===== config.mk =====
export PLATFORM = sky130hd
export DESIGN_NAME = cmp_irq_ctrl
export DESIGN_NICKNAME = d
export VERILOG_FILES = /design/src/rtl/cmp_irq_pkg.sv /design/src/rtl/cmp_sync_edge.sv /design/src/rtl/cmp_evt_sel.sv /design/src/rtl/cmp_irq_flag.sv /design/src/rtl/cmp_irq_ctrl.sv
export SDC_FILE = /design/constraint.sdc
export NUM_CORES = 1
export LEC_CHECK = 0
export ABC_AREA = 1
export BUFFER_PORTS_ARGS = -buffer_cell sky130_fd_sc_hd__buf_2
export CAP_MARGIN = 5
export CORE_MARGIN = 3
export CORE_UTILIZATION = 38
export CTS_CLUSTER_SIZE = 8
export DETAILED_ROUTE_END_ITERATION = 10
export PLACE_DENSITY = 0.78
export SYNTH_ARGS = -nofsm -noshare
export SYNTH_HDL_FRONTEND = slang
export SYNTH_HIERARCHICAL = 1
export SYNTH_SLANG_ARGS = --single-unit

===== constraint.sdc =====
create_clock -name clk -period 0.8 [get_ports clk]
set_input_delay 0.04 -clock clk [delete_from_list [all_inputs] [get_ports clk]]
set_output_delay 0.04 -clock clk [all_outputs]
set_load 0.02 [all_outputs]

===== src/rtl/cmp_irq_pkg.sv =====
// Package: shared constants and the event-mode type for the comparator
// interrupt controller. Assumes an 8-bit register whose bit positions are
// fixed, because software decodes them.
package cmp_irq_pkg;
    localparam int REG_W    = 8;
    localparam int B_PWRDN  = 7;
    localparam int B_REFSEL = 6;
    localparam int B_LEVEL  = 5;
    localparam int B_FLAG   = 4;
    localparam int B_IE     = 3;
    localparam int B_CAPEN  = 2;
    localparam int MODE_W   = 2;

    typedef enum logic [MODE_W-1:0] {
        EVT_ANY  = 2'b00,
        EVT_NONE = 2'b01,
        EVT_FALL = 2'b10,
        EVT_RISE = 2'b11
    } evt_mode_e;
endpackage


===== src/rtl/cmp_sync_edge.sv =====
// Module: synchronizes the asynchronous comparator level through STAGES
// flops and keeps one registered copy of the result, so that rising and
// falling edges can be reported. When hold is 1, no edge is reported, but
// the copy keeps following the input.
// Assumes STAGES >= 2.
module cmp_sync_edge #(
    parameter int STAGES = 2
) (
    input  logic clk,
    input  logic rst_n,
    input  logic async_in,
    input  logic hold,
    output logic level,
    output logic rise,
    output logic fall
);
    logic [STAGES-1:0] chain;
    logic              prev;

    // First synchronizer flop.
    always_ff @(posedge clk) begin
        if (!rst_n) chain[0] <= 1'b0;
        else        chain[0] <= async_in;
    end

    // Remaining synchronizer flops.
    for (genvar g = 1; g < STAGES; g++) begin : g_sync
        always_ff @(posedge clk) begin
            if (!rst_n) chain[g] <= 1'b0;
            else        chain[g] <= chain[g-1];
        end
    end

    assign level = chain[STAGES-1];

    // Previous-level copy, updated every cycle, including while hold is 1.
    always_ff @(posedge clk) begin
        if (!rst_n) prev <= 1'b0;
        else        prev <= level;
    end

    // Edge decode, suppressed while hold is 1.
    always_comb begin
        rise = !hold &&  level && !prev;
        fall = !hold && !level &&  prev;
    end
endmodule


===== src/rtl/cmp_evt_sel.sv =====
// Module: turns the detected edges into one event pulse, according to the
// mode field. Purely combinational.
module cmp_evt_sel
    import cmp_irq_pkg::*;
(
    input  evt_mode_e mode,
    input  logic      rise,
    input  logic      fall,
    output logic      hit
);
    // Pick which edge kinds count as an event.
    always_comb begin
        unique case (mode)
            EVT_ANY:  hit = rise | fall;
            EVT_NONE: hit = 1'b0;
            EVT_FALL: hit = fall;
            EVT_RISE: hit = rise;
            default:  hit = 1'b0;
        endcase
    end
endmodule


===== src/rtl/cmp_irq_flag.sv =====
// Module: the sticky interrupt flag. It is set by an event and cleared by
// the vector acknowledge or by a software write of one. When set and clear
// arrive in the same cycle, set wins, so no event is lost.
module cmp_irq_flag (
    input  logic clk,
    input  logic rst_n,
    input  logic set_i,
    input  logic ack_i,
    input  logic sw_clr_i,
    output logic flag_o
);
    // Update the flag: set has priority over both clear sources.
    always_ff @(posedge clk) begin
        if (!rst_n)     flag_o <= 1'b0;
        else if (set_i) flag_o <= 1'b1;
        else if (ack_i || sw_clr_i) flag_o <= 1'b0;
    end
endmodule


===== src/rtl/cmp_irq_ctrl.sv =====
// Module: top of the comparator interrupt controller.
// - Holds the control bits and assembles the read-back register.
// - Drives the power-down, reference-select and capture-trigger outputs.
// - Gates the interrupt request.
// Assumes writes arrive on a one-cycle strobe and that reads are
// combinational from the register state.
module cmp_irq_ctrl
    import cmp_irq_pkg::*;
#(
    parameter int SYNC_STAGES = 2
) (
    input  logic             clk,
    input  logic             rst_n,
    input  logic             reg_wr_en,
    input  logic [REG_W-1:0] reg_wdata,
    output logic [REG_W-1:0] reg_rdata,
    input  logic             cmp_in,
    input  logic             irq_ack,
    input  logic             glb_irq_en,
    output logic             irq_req,
    output logic             ref_sel,
    output logic             pwr_down,
    output logic             cap_trig
);
    logic      pd_q, ref_q, ie_q, cap_q;
    evt_mode_e mode_q;
    logic      level, rise, fall, evt_hit, flag;
    logic      sw_clr;

    // Control bits: writable fields only; bits 5 and 4 are not stored.
    always_ff @(posedge clk) begin
        if (!rst_n) begin
            pd_q   <= 1'b0;
            ref_q  <= 1'b0;
            ie_q   <= 1'b0;
            cap_q  <= 1'b0;
            mode_q <= EVT_ANY;
        end else if (reg_wr_en) begin
            pd_q   <= reg_wdata[B_PWRDN];
            ref_q  <= reg_wdata[B_REFSEL];
            ie_q   <= reg_wdata[B_IE];
            cap_q  <= reg_wdata[B_CAPEN];
            mode_q <= evt_mode_e'(reg_wdata[MODE_W-1:0]);
        end
    end

    cmp_sync_edge #(.STAGES(SYNC_STAGES)) u_sync (
        .clk(clk), .rst_n(rst_n), .async_in(cmp_in), .hold(pd_q),
        .level(level), .rise(rise), .fall(fall)
    );

    cmp_evt_sel u_sel (
        .mode(mode_q), .rise(rise), .fall(fall), .hit(evt_hit)
    );

    assign sw_clr = reg_wr_en && reg_wdata[B_FLAG];

    cmp_irq_flag u_flag (
        .clk(clk), .rst_n(rst_n), .set_i(evt_hit), .ack_i(irq_ack),
        .sw_clr_i(sw_clr), .flag_o(flag)
    );

    // Read-back register and block outputs.
    always_comb begin
        reg_rdata = {pd_q, ref_q, level, flag, ie_q, cap_q, mode_q};
        irq_req   = flag && ie_q && glb_irq_en;
        ref_sel   = ref_q;
        pwr_down  = pd_q;
        cap_trig  = cap_q && level;
    end
endmodule


==> results.yml, run 1 <==
floorplanning:
  io_pins: 26
  die_w_um: 42.4
  rows: 12
  floorplan.initialDensity_pct: 42.9
  die_height_um: 42.4
  core_area_um2: 1170
  die_area_um2: 1800
sta:
  max_freq_mhz: 976
  setup_viol: 7
  worst-slew-pin-transition_ns: 0.232
  hold_viol: 0
  fin_tns_setup_ns: -1.02
  slew_headroom_pct: 84.5
  rsz0062_at_grt: "yes"
  fin_ws_ns: -0.224
  finClkSkew_ns: 0.00258
  fin_crit_sh_pct: 128
  hold-worst-slack_ns: 0.0412
  slew_viol_final: 0
  period_minus_slack_ns: 1.02
clocking:
  cts-htree-levels: 1
  post_cts_buffers: 0
  cts_tree: "built"
  root_buffer: "clkbuf_4"
  cts.sinks: 10
  numCtsBuffers: 3
  clockBufferDepth: 2
  path_clk_slew_ns: 0.07
  clock_latency_ns: 0.26
routing:
  totalWireLength_mm: 1.13
  avgViaCountPerCell: 4.37
  drtIter0Drc: 6
  drtPass1Iterations: 4
  route.detailed.drc: 0
  wl_per_cell_um: 9.77
  num_vias: 507
  ant_nets: 0
place:
  dp_slack_ns: -0.220
  io_buffer_count: 24
  gp_congestion: 0.683
  placement.cell_area_um2: 603
  dp_hpwl_um: 749
finish:
  n_fill_cell: 104
  final_cell_mix: "nand2_1 (16), inv_1 (14), buf_2 (14)"
  final_nets: 117
  diodes: 0
  multi_input_area_um2: 218
  regArea_um2: 220
  drive_above_1_share_pct: 52.0
  area_delta_synth_final_pct: 54.5
  final_common_cell: "nand2_1"
  stdcell_area_um2: 777
synth:
  synth_compound_area_share_pct: 1.74
  synth_area_um2: 503
  synthesis.nets: 92
  ys_ff_latch: 10
  muxShareOfSynthArea_pct: 0
  synth_xor_area_share_pct: 0
  yosysWarnings: 6
  synth_top_family_by_area: "simple AND/OR/NAND/NOR gates"
  synthSimpleGateAreaFrac_pct: 33.1
  synth.distinct_cells: 10
  syn_avg_cell_area_um2: 6.45
  synthCells: 78
  yosysSeqAreaShare_pct: 39.8
  synth_adder_area_share_pct: 0
critical_path:
  critPathArrivalTime_ns: 1.22
  slowest_delay_ns: 0.35
  path_cells: "inv_4 > nand2_4 > nor2_4 > inv_2 > nand2_2 > nand2_2 > nand3_2 > inv_2 > a21oi_2"
  crit_slowest_cell: "dfxtp_4"
  crit_type: "flip-flop to flip-flop"
  start_kind: "flip-flop"
  end_kind: "flip-flop"
  crit_fanout: 2
  cp.required_ns: 1.00
  rr_worst_depth: 9
global_routing:
  grtUsageTotal_pct: 13.2
  grt_overflow: 0
  grt_pass1_wl_mm: 1.76
  grt_max_degree: 14
  antenna_found_initial: 0
  grt_pass1_vias: 446
worst_hold_path:
  holdPathStages: 4
  hp-class: "input pin to flip-flop"
status:
  violations: "setup timing"
  status: "complete, but fails checks"
flow_run:
  drv_cap: 0
pwr:
  vdd_ir_drop_max_uv: 1040
  p_per_area_nw_per_um2: 1630
  leakagePower_nw: 0.448
synth_stat cells:
cell / count / share of area (%)
a21oi_2: 1 / 1.7
and3_1: 1 / 1.2
buf_4: 6 / 9.0
buf_6: 1 / 2.2
dfxtp_1: 10 / 40
inv_1: 19 / 14
nand2_1: 21 / 16
nand3_1: 3 / 3.0
nand3_2: 1 / 2.0
nor2_1: 15 / 11
worst max-delay path: cells and delay by family, from the launching register on:
family	cells	cell delay (ns)
flops	1	0.35
compound gates	1	0.13
simple gates	5	0.34
buf+inv	3	0.14
where the power goes:
group	internal, W	leakage (nW)	switching, W
Combinational	0.000126	0.341	0.000133
Clock	0.000276	0.0210	0.000170
Sequential	0.000526	0.0865	0.0000330
Total	0.000928	0.448	0.000336
cells by family after synthesis:
logic type             Yosys count
AOI/OAI and AO/OA                1
buffers and inverters           26
DFF                             10
and+or+nand+nor                 41
worst paths after layout:
path / from / endpoint / slack, ns
setup / recovery: pwr_down$_SDFFE_PN0P_ / u_flag/flag_o$_SDFFE_PN0P_ / -0.22
hold / removal: irq_ack / u_flag/flag_o$_SDFFE_PN0P_ / 0.04
setup reg to reg: pwr_down$_SDFFE_PN0P_ / u_flag/flag_o$_SDFFE_PN0P_ / -0.22
hold reg to reg: u_sync/chain[0]$_SDFF_PN0_ / u_sync/level$_SDFF_PN0_ / 0.41
per-stage QoR:
step | std cells | total power, W | util (%)
4_1_cts | 116 | 0.00125 | 61.1
3_3_place_gp | 111 | 0.000750 | 51.5
6_report | 116 | 0.00126 | 66.3
5_1_grt | 116 | 0.00134 | 66.3
3_5_place_dp | 111 | 0.000757 | 51.5
2_1_floorplan | 78 | 0.000699 | -
layer usage:
layer / global-route usage, % / vias up / share of wire [%]
li1: - / 266 / -
met1: 13.1 / 226 / 40
met2: 24.0 / 13 / 54
met3: 3.86 / 2 / 5.1
met4: 7.45 / 0 / 0.71
met5: 0 / - / 0
layout make-up:
class | count | share of cell area, %
Clock buffer | 4 | 4.67
Inverter | 19 | 9.50
Timing Repair Buffer | 27 | 27.2
Tap cell | 14 | 2.25
Sequential cell | 10 | 28.3
Multi-Input combinational cell | 42 | 28.0
state kept, by name (all words and copies together) (netlist names):
signal	flops
u_flag/flag_o	1
ie_q	1
u_sync/chain	1
cap_q	1
u_sync/level	1
u_sync/prev	1
mode_q	2
ref_sel	1
pwr_down	1
what timing repair did:
item                                    in CTS  in global routing
pin swaps                                    2                  4
endpoints found under the setup margin      13                 13
resized for setup                           27                 21
hold endpoints to repair                     1                  0
hold buffers                                 1                  0
(Power assumes the default switching activity.)
==> run 2, diff against run 1 <==
--- a/config.mk
+++ b/config.mk
@@ -8,11 +8,13 @@
 export ABC_AREA = 1
 export BUFFER_PORTS_ARGS = -buffer_cell sky130_fd_sc_hd__buf_2
 export CAP_MARGIN = 5
+export CORE_ASPECT_RATIO = 1.1
 export CORE_MARGIN = 3
-export CORE_UTILIZATION = 38
+export CORE_UTILIZATION = 30
 export CTS_CLUSTER_SIZE = 8
 export DETAILED_ROUTE_END_ITERATION = 10
-export PLACE_DENSITY = 0.78
+export PLACE_DENSITY = 0.65
+export RECOVER_POWER = 100
 export SYNTH_ARGS = -nofsm -noshare
 export SYNTH_HDL_FRONTEND = slang
 export SYNTH_HIERARCHICAL = 1
==> run 2 against run 1 <==
Setup slack better by 0.020 ns; via count is 0.59% lower; highest routed layer is now met3; the run still ends with setup timing left; final area is 1.1% lower; hold slack hardly changed; critical endpoint unchanged; non-clock buffer count is 2 higher.
==> results.yml, run 2 (same netlist as run 1, synthesis figures left out) <==
status:
  status: "complete, but fails checks"
  violations: "setup timing"
finish:
  drive_above_1_share_pct: 43.3
  largest_register_ffs: 2
  final_nets: 119
  n_fill_cell: 164
  diodes: 0
  final_common_cell: "nand2_1"
  largest-register: "mode_q"
  final_cell_mix: "nand2_1 (18), inv_1 (17), buf_2 (14)"
  area_delta_synth_final_pct: 52.7
clocking:
  cts_tree: "built"
  cts.sinks: 10
  path_clk_slew_ns: 0.06
  cts-htree-levels: 1
  numCtsBuffers: 3
  root_buffer: "clkbuf_4"
  clock_latency_ns: 0.26
  clockBufferDepth: 2
critical_path:
  path_cells: "inv_2 > nand2_2 > nor2_4 > inv_1 > nand2_1 > nand2_1 > nand3_1 > inv_1 > a21oi_2"
  start_kind: "flip-flop"
  reg2reg_from: "pwr_down$_SDFFE_PN0P_"
  crit_buf_inv: 3
  slowest_delay_ns: 0.34
  cp.required_ns: 1.00
  end_kind: "flip-flop"
  crit_fanout: 2
  critPathTopFamily: "flip-flops"
  cp-startpoint: "pwr_down$_SDFFE_PN0P_"
  critPathArrivalTime_ns: 1.21
  crit_slowest_cell: "dfxtp_4"
  crit_type: "flip-flop to flip-flop"
pwr:
  vdd_ir_drop_max_uv: 852
  p_per_area_nw_per_um2: 1640
  leakagePower_nw: 0.455
  finalPower_w: 0.00126
routing:
  drtIter0Drc: 16
  totalWireLength_mm: 1.09
  avgViaCountPerCell: 4.20
  drtPass1Iterations: 5
  num_vias: 504
  ant_nets: 0
  route.detailed.drc: 0
  wl_per_cell_um: 9.11
floorplanning:
  core_area_um2: 1470
  rows: 14
  io_pins: 26
  die_area_um2: 2200
  die_height_um: 48.9
  floorplan.initialDensity_pct: 34.2
  die_w_um: 45.0
sta:
  finClkSkew_ns: 0.000575
  fin_ws_ns: -0.204
  slew_viol_final: 0
  fin_tns_setup_ns: -1.16
  period_minus_slack_ns: 1.00
  worst-slew-pin-transition_ns: 0.226
  rsz0062_at_grt: "yes"
  setup_viol: 11
  slew_headroom_pct: 84.9
  hold_viol: 0
  fin_crit_sh_pct: 125
  max_freq_mhz: 996
worst_hold_path:
  hp-class: "input pin to flip-flop"
  hp-start: "irq_ack"
place:
  gp_congestion: 0.657
  dp_hpwl_um: 779
  io_buffer_count: 24
global_routing:
  antenna_found_initial: 0
  grtUsageTotal_pct: 10.9
  grt_pass1_vias: 450
  grt_overflow: 0
  grt_max_degree: 14
  grt_pass1_wl_mm: 1.77
flow_run:
  drv_cap: 0
==> run 2: changes by cell type in the layout (fill, tap and decap cells not counted), moves of 2 or more <==
cell,before,now
dfxtp_2,4,1
inv_1,14,17
nand2_1,16,18
inv_2,4,2
dfxtp_1,2,6
==> run 2: what timing repair did <==
item / CTS / global route
buffers inserted: 1 / 0
endpoints found under the hold margin: 1 / 0
pin swaps: 1 / 1
setup endpoints to repair: 13 / 13
resized for setup: 26 / 13
hold buffers: 1 / 0
==> run 2: area by class of cell <==
class,instances,area [um2],area share [%]
clock buffers,4,36.3,4.72
flip-flops and latches,10,213,27.7
inverters,19,71.3,9.28
repair buffers,29,230,30.0
well taps,16,20.0,2.61
multi-input cells,42,198,25.7
==> run 2: through the flow <==
step	hold slack (ns)	worst slack [ns]	cells	util (%)	cell area, um2
2_1_floorplan	0.133	-0.142	78	-	507
3_3_place_gp	0.219	-0.124	114	41.7	613
3_5_place_dp	0.225	-0.212	114	41.7	613
4_1_cts	0.0360	-0.190	120	49.8	733
5_1_grt	0.0637	-0.274	120	52.2	768
6_report	0.0413	-0.204	120	52.2	768
==> run 2: path summary, 6_finish.rpt <==
check,end,slack (ns),cells after the start
min,u_flag/flag_o$_SDFFE_PN0P_,0.04,4
max reg2reg,u_flag/flag_o$_SDFFE_PN0P_,-0.20,9
min reg2reg,u_sync/level$_SDFF_PN0_,0.41,2
max,u_flag/flag_o$_SDFFE_PN0P_,-0.20,9
==> run 2: worst reg2reg max path: cells and delay by family, from the launching register on <==
family	cells	cell delay, ns
AOI/OAI and AO/OA	1	0.10
buffers and inverters	3	0.16
DFF	1	0.34
and+or+nand+nor	5	0.34
==> run 2: routing by layer <==
layer	part of all wire (%)	up-vias	track usage, %
li1	-	267	-
met1	38	215	11.8
met2	53	22	18.2
met3	8.9	0	6.64
met4	0	0	1.46
met5	0	-	0
==> run 2: power by group <==
group	switching, W	total [W]	internal (W)
clock	0.000174	0.000450	0.000276
combinational	0.000128	0.000258	0.000130
sequential	0.0000300	0.000555	0.000525
==> run 3, diff against run 2 <==
--- a/config.mk
+++ b/config.mk
@@ -14,7 +14,7 @@
 export CTS_CLUSTER_SIZE = 8
 export DETAILED_ROUTE_END_ITERATION = 10
 export PLACE_DENSITY = 0.65
-export RECOVER_POWER = 100
+export RECOVER_POWER = 25
 export SYNTH_ARGS = -nofsm -noshare
 export SYNTH_HDL_FRONTEND = slang
 export SYNTH_HIERARCHICAL = 1
==> run 3 against run 2 <==
The run still ends with setup timing left; critical path depth decreased by 7; clock power about the same; final area increased by 0.65%; setup slack improved by 0.012 ns; flip-flop and latch count unchanged; fmax increased by 1.2%; hold slack about the same; die area unchanged; sequential power about the same; via count decreased by 0.60%; critical path type is now flip-flop to output pin.
==> results.yml, run 3 (same netlist as run 1, synthesis figures left out) <==
status:
  status: "complete, but fails checks"
  violations: "setup timing"
clocking:
  clock_latency_ns: 0.26
  numCtsBuffers: 3
  path_clk_slew_ns: 0.06
  cts_tree: "built"
  cts-htree-levels: 1
  clockBufferDepth: 2
  root_buffer: "clkbuf_4"
  cts.sinks: 10
critical_path:
  critPathArrivalTime_ns: 0.95
  path_cells: "and3_1 > buf_2"
  crit_buf_inv: 1
  cp.required_ns: 0.76
  critPathTopFamily: "flip-flops"
  end_kind: "output pin"
  slowest_delay_ns: 0.37
  start_kind: "flip-flop"
  crit_slowest_cell: "dfxtp_1"
  crit_type: "flip-flop to output pin"
  crit_fanout: 3
routing:
  route.detailed.drc: 0
  num_vias: 501
  drtIter0Drc: 16
  avgViaCountPerCell: 4.18
  drtPass1Iterations: 5
  wl_per_cell_um: 9.12
  ant_nets: 0
  totalWireLength_mm: 1.09
pwr:
  leakagePower_nw: 0.456
  vdd_ir_drop_max_uv: 853
  p_per_area_nw_per_um2: 1630
  finalPower_w: 0.00126
sta:
  rsz0062_at_grt: "yes"
  hold_viol: 0
  slew_viol_final: 0
  fin_tns_setup_ns: -1.09
  slew_headroom_pct: 84.8
  finClkSkew_ns: 0.000427
  hold-worst-slack_ns: 0.0409
  period_minus_slack_ns: 0.991
  worst-slew-pin-transition_ns: 0.228
  fin_crit_sh_pct: 124
  setup_viol: 10
  fin_ws_ns: -0.191
  max_freq_mhz: 1010
global_routing:
  grt_max_degree: 14
  grtUsageTotal_pct: 10.9
  grt_pass1_vias: 450
  grt_overflow: 0
  antenna_found_initial: 0
  grt_pass1_wl_mm: 1.77
place:
  dp_hpwl_um: 779
  io_buffer_count: 24
  placement.cell_area_um2: 613
  gp_congestion: 0.657
floorplanning:
  io_pins: 26
  die_height_um: 48.9
  die_area_um2: 2200
  rows: 14
  floorplan.initialDensity_pct: 34.2
  die_w_um: 45.0
  core_area_um2: 1470
finish:
  diodes: 0
  final_common_cell: "nand2_1"
  stdcell_area_um2: 773
  final_cell_mix: "nand2_1 (18), inv_1 (17), buf_2 (14)"
  final_nets: 119
  largest-register: "mode_q"
  drive_above_1_share_pct: 45.2
  area_delta_synth_final_pct: 53.7
  largest_register_ffs: 2
flow_run:
  drv_cap: 0
worst_hold_path:
  hp-class: "input pin to flip-flop"
-- run 3: cell count changes in the layout (fill, tap and decap cells not counted) --
cell,delta
dfxtp_2,+1
dfxtp_1,-2
dfxtp_4,+1
-- run 3: tightest hold or removal path, cell delays in order --
cell and delay (ns):
buf_2 0.07, inv_1 0.04, nand3_2 0.07, a21oi_2 0.05
-- run 3: final cells by class --
class                           count  area [um2]
Clock buffer                        4        36.3
Multi-Input combinational cell     42         198
Timing Repair Buffer               29         230
Tap cell                           16        20.0
Inverter                           19        71.3
Sequential cell                    10         218
Fill cell                         161         698
-- run 3: report_power, final --
part           leakage (nW)  switching (W)  internal [W]
sequential           0.0858      0.0000298      0.000525
combinational         0.349       0.000128      0.000130
clock                0.0210       0.000174      0.000276
-- run 3: what timing repair did --
action / in CTS / in global routing
buffers inserted: 1 / 0
setup endpoints to repair: 13 / 13
resized for setup: 26 / 13
pin swaps: 1 / 1
hold endpoints to repair: 1 / 0
hold buffers: 1 / 0
gates cloned: 0 / 0
-- run 3: layer usage --
layer | up-vias | wire [um] | global-route usage (%)
met5 | - | 0 | 0
met4 | 0 | 0 | 1.46
met3 | 0 | 97 | 6.64
met2 | 19 | 596 | 18.2
met1 | 213 | 400 | 11.8
li1 | 269 | - | -
-- run 3: final timing paths --
kind | slack (ns) | to | cells past startpoint | from
max reg2reg | -0.19 | u_flag/flag_o$_SDFFE_PN0P_ | 9 | pwr_down$_SDFFE_PN0P_
min reg2reg | 0.41 | u_sync/level$_SDFF_PN0_ | 2 | u_sync/chain[0]$_SDFF_PN0_
max | -0.19 | irq_req | 2 | u_flag/flag_o$_SDFFE_PN0P_
min | 0.04 | u_flag/flag_o$_SDFFE_PN0P_ | 4 | irq_ack
-- run 3: through the flow --
stage	setup slack, ns	cells	utilization (%)
6_report	-0.191	120	52.6
3_5_place_dp	-0.212	114	41.7
2_1_floorplan	-0.142	78	-
4_1_cts	-0.190	120	49.8
5_1_grt	-0.274	120	52.6
3_3_place_gp	-0.124	114	41.7
